File: config.mk
export PLATFORM = sky130hd
export DESIGN_NAME = tmq_cfg_decode
export DESIGN_NICKNAME = d
export VERILOG_FILES = /design/src/rtl/tmq_pkg.sv /design/src/rtl/tmq_cfg_decode.sv
export SDC_FILE = /design/constraint.sdc
export NUM_CORES = 1
export LEC_CHECK = 0
export ABC_AREA = 1
export CAP_MARGIN = 20
export CORE_ASPECT_RATIO = 0.75
export CORE_UTILIZATION = 30
export CTS_CLUSTER_DIAMETER = 150
export DETAILED_ROUTE_END_ITERATION = 8
export HOLD_SLACK_MARGIN = 0.02
export SETUP_SLACK_MARGIN = 0.5
export SLEW_MARGIN = 20
export SYNTH_ARGS = -nofsm -noshare
export SYNTH_HDL_FRONTEND = slang
export SYNTH_SLANG_ARGS = --single-unit
export TNS_END_PERCENT = 5
File: constraint.sdc
create_clock -name clk -period 0.9 [get_ports clk]
set_input_delay 0.18 -clock clk [delete_from_list [all_inputs] [get_ports clk]]
set_output_delay 0.18 -clock clk [all_outputs]
set_load 0.02 [all_outputs]
File: src/rtl/tmq_pkg.sv
package tmq_pkg;
  typedef enum logic [1:0] {
    TM_NONE = 2'b00,
    TM_DLB  = 2'b01,
    TM_ALB  = 2'b10,
    TM_DCC  = 2'b11
  } tm_mode_e;
endpackage

File: src/rtl/tmq_cfg_decode.sv
module tmq_cfg_decode
  import tmq_pkg::*;
#(
  parameter int NCH = 4
) (
  input  logic                 clk,
  input  logic                 rst_n,
  input  logic                 apply,
  input  logic                 pat_test,
  input  logic [NCH-1:0]       pat_pd,
  input  logic [1:0]           pat_mode,
  output logic [NCH-1:0]       pwr_q,
  output tm_mode_e [NCH-1:0]   mode_q
);
  logic [NCH-1:0]     low_mask, sel;
  logic [NCH-1:0]     pwr_d;
  tm_mode_e [NCH-1:0] mode_d;

  always_comb begin
    low_mask = ~pat_pd;
    if (pat_pd == '0)          sel = '1;
    else if ($onehot(low_mask)) sel = low_mask;
    else                        sel = '0;

    pwr_d  = pwr_q;
    mode_d = mode_q;
    if (apply) begin
      if (!pat_test) begin
        pwr_d = low_mask;
        for (int i = 0; i < NCH; i++) mode_d[i] = TM_NONE;
      end else begin
        for (int i = 0; i < NCH; i++)
          mode_d[i] = (sel[i] && pwr_q[i]) ? tm_mode_e'(pat_mode) : TM_NONE;
      end
    end
  end

  always_ff @(posedge clk or negedge rst_n) begin
    if (!rst_n) begin
      pwr_q <= '0;
      for (int i = 0; i < NCH; i++) mode_q[i] <= TM_NONE;
    end else begin
      pwr_q  <= pwr_d;
      mode_q <= mode_d;
    end
  end

  // configuration moves only on a qualified update
  a_r1_hold: assert property (@(posedge clk) disable iff (!rst_n)
    !apply |=> ($stable(pwr_q) && $stable(mode_q)));
  // power state frozen across test patterns
  a_r5_pwr_frozen: assert property (@(posedge clk) disable iff (!rst_n)
    (apply && pat_test) |=> $stable(pwr_q));
  // normal pattern restores power control from the requests
  a_r7_restore: assert property (@(posedge clk) disable iff (!rst_n)
    (apply && !pat_test) |=> (pwr_q == ~$past(pat_pd)));

  for (genvar g = 0; g < NCH; g++) begin : g_chk
    // powered-down channel never carries a test mode
    a_r6_down_no_mode: assert property (@(posedge clk) disable iff (!rst_n)
      !pwr_q[g] |-> (mode_q[g] == TM_NONE));
  end
endmodule

==> results.sh <==
export IMPL_postRouteAntennaNets=0
export IMPL_timing_critical_path_from_type="input port"
export IMPL_clock_tree_sinks=12
export IMPL_synth_sequential_area_ratio_pct=49.59
export IMPL_vias_per_cell=4.400
export IMPL_cts_made_buffers=3
export IMPL_finalClockSkew_ns=0.006079
export IMPL_post_dp_hpwl_um=1193
export IMPL_vdd_ir_drop_max_v=0.001049
export IMPL_cts_max_level=1
export IMPL_yosysUniqueCellTypes=12
export IMPL_core_sq_um=1805
export IMPL_post_synth_cell_area_avg_sq_um=8.184
export IMPL_most_common_library_cell_in_the_layout_ignoring_fill_and_taps="nand2_1"
export IMPL_routed_wire_length_per_instance_um=11.50
export IMPL_grt_overflow_total=0
export IMPL_fp_dieArea_sq_um=2204
export IMPL_crit_required_ns=1.11
export IMPL_grt_setup_unrepaired="true"
export IMPL_pwrdens_nw_per_um2=1429
export IMPL_clkPwrFrac_pct=30.1
export IMPL_routabilityCongestion=0.7543
export IMPL_grt_antenna_before_repair=0
export IMPL_dp_cells=131
export IMPL_drv_slew=0
export IMPL_relSlewSlack_pct=89.73
export IMPL_crit_path_start="pat_pd[0]"
export IMPL_netlist_area_sq_um=605.6
export IMPL_power_frac_seq_pct=40.3
export IMPL_layout_worst_path_cycle_share_pct=155.6
export IMPL_syn_inst=74
export IMPL_clock_insertion_delay_at_the_later_pin_of_the_skew_report_ns=0.28
export IMPL_total_leakage_power_uw=0.0005715
export IMPL_worstHoldEndpoint="pwr_q[0]$_DFFE_PN0P_"
export IMPL_std_cell_rows=13
export IMPL_start_point_of_the_worst_hold_path="pat_pd[0]"
export IMPL_cts_hold_fix_buffers=0
export IMPL_design_area_sq_um=1011
export IMPL_antennaDiodeCount=0
export IMPL_die_y_extent_um=40.91
export IMPL_layout_cells_most_common_list="nand2_1, buf_2, buf_4, dfrtp_1, nand3_2"
export IMPL_hold_depth=3
export IMPL_track_usage_pct=16.00
export IMPL_final_non_filler_cell_total=135
export IMPL_rr_startpoint="pwr_q[3]$_DFFE_PN0P_"
export IMPL_power_report_internal_total_uw=1009
export IMPL_power_share_combinational_pct=29.6
export IMPL_max_cap_violations=0
export IMPL_critical_path_reg2reg_endpoint="mode_q[6]$_DFFE_PN0P_"
export IMPL_final_layout_size_suffix_gt1_share_pct=48.67
export IMPL_postPlaceCellArea_sq_um=991.0
export IMPL_detail_route_first_pass_iterations=2
export IMPL_remaining_drc_errors=0
export IMPL_synth_warning_count=0
export IMPL_detailroute_via_count=594
export IMPL_cells_on_worst_reg2reg_path=5
export IMPL_synth_seq_cells=12
export IMPL_area_growth_synth_to_final_pct=66.94
export IMPL_path_clk_slew_ns=0.07
export IMPL_period_needed_ns=1.400
export IMPL_maxClockFrequency_mhz=714.2
export IMPL_final_setup_worst_slack_ns=-0.5002
export IMPL_multi_input_comb_area_sq_um=346.6
export IMPL_pre_cts_ws_ns=-1.179
export IMPL_final_setup_viol_count=20
export IMPL_power_share_switching_pct=30.13
export IMPL_slew_of_the_pin_with_the_lowest_slew_margin_ns=0.1538
export IMPL_timing_critical_path_arrival_ns=1.61
export IMPL_run_status="finished with violations"
export IMPL_timing_reg2reg_setup_slack_ns=0.07
export IMPL_worstSetupPathType="input port to flip-flop"
export IMPL_n_fill_cell=173
export IMPL_drt_wl_total_um=1553
export IMPL_postSynthNetCount=88
export IMPL_finalNetCount=128
export IMPL_worst_setup_path_end_kind="flip-flop"
export IMPL_cts_tree="built"
export IMPL_grt_first_pass_wirelength_um=2380
export IMPL_report_final_hold_viol_count=0
export IMPL_numPortBuffers=21
export IMPL_clk_root_buffer_cell="clkbuf_4"
export IMPL_via_count_of_the_first_global_routing_pass=561
export IMPL_width_of_the_die_um=53.88
export IMPL_power_net_switching_uw=435.1
export IMPL_initial_util_pct=33.54
export IMPL_pin_count=22
export IMPL_ff_latch_area_sq_um=300.3
export IMPL_first_iter_violations=7
export IMPL_worstHoldPathType="input port to flip-flop"
export IMPL_holdWs_ns=0.1885
export IMPL_totalNegativeSetupSlack_ns=-5.068
export IMPL_failing_checks="negative setup slack"
export IMPL_grt_max_degree=13
export IMPL_clock_path_buffers=2
export IMPL_worstPathMaxFanout=4
sequential cells by signal, indices dropped and copies added, names as in the netlist:
signal	flops
mode_q	8
pwr_q	4
per-layer routing:
| metal | share of wire, % | track usage, % | vias up | routed length, um |
|---|---|---|---|---|
| met1 | 45 | 18.93 | 268 | 702 |
| met3 | 5.2 | 5.556 | 0 | 81 |
| met4 | 0 | 3.947 | 0 | 0 |
| li1 | - | - | 311 | - |
| met2 | 50 | 28.09 | 15 | 769 |
| met5 | 0 | 0 | - | 0 |
cell usage after synthesis (all sizes together):
cell	instances	share of area [%]
nand2	27	17
dfrtp	12	50
nand3	11	9.1
inv	9	5.6
o21ai	4	3.3
ha	3	6.2
nor2	3	1.9
and3	2	2.5
clkbuf	1	0.83
fa	1	3.3
or2	1	1.0
layout make-up:
class | count | share of cell area (%)
Sequential cell | 12 | 29.70
Clock buffer | 4 | 3.589
Multi-Input combinational cell | 52 | 34.28
Inverter | 9 | 3.589
Tap cell | 22 | 2.723
Timing Repair Buffer | 36 | 26.11
power by group through the flow:
stage,Sequential (uW),Clock [uW],Combinational [uW]
5_1_grt,585,464,469
3_3_place_gp,593,0,405
6_report,582,434,428
3_5_place_dp,594,0,408
2_1_floorplan,640,0,146
4_1_cts,583,445,423
repair_timing:
item,4_1_cts,5_1_grt
gates resized for setup,75,4
cloned,0,0
hold endpoints to repair,0,0
setup buffers,0,0
setup endpoints to repair,24,24
pin swaps,13,7
critical path: stages:
cell     delay [ns]
buf_6          0.10
fa_1           0.54
inv_2          0.05
ha_4           0.15
ha_4           0.15
nor2_4         0.15
nand3_2        0.09
nand2_2        0.08
nand3_2        0.06
nand2_1        0.06
worst max-delay path by stage:
stage	to	slack [ns]
global route	mode_q[1]$_DFFE_PN0P_	-0.55
floorplan	mode_q[4]$_DFFE_PN0P_	-0.64
detailed placement	mode_q[5]$_DFFE_PN0P_	-1.18
finish	mode_q[0]$_DFFE_PN0P_	-0.50
global placement	mode_q[5]$_DFFE_PN0P_	-1.16
CTS	mode_q[7]$_DFFE_PN0P_	-0.50
cells by family after synthesis:
kind of cell    share of synthesized area, %
compound gates                         3.306
fa+ha+maj                              9.505
buf+inv                                6.404
flops                                  49.59
simple gates                           31.20
per-stage QoR:
stage                     total power, uW  utilization, %
after CTS                            1450           55.16
after global placement              998.3           54.89
after detailed placement             1002           54.89
final                                1444           55.99
after floorplan                     786.0               -
after global routing                 1518           55.99
No activity file was read; power rests on OpenSTA's default activity.
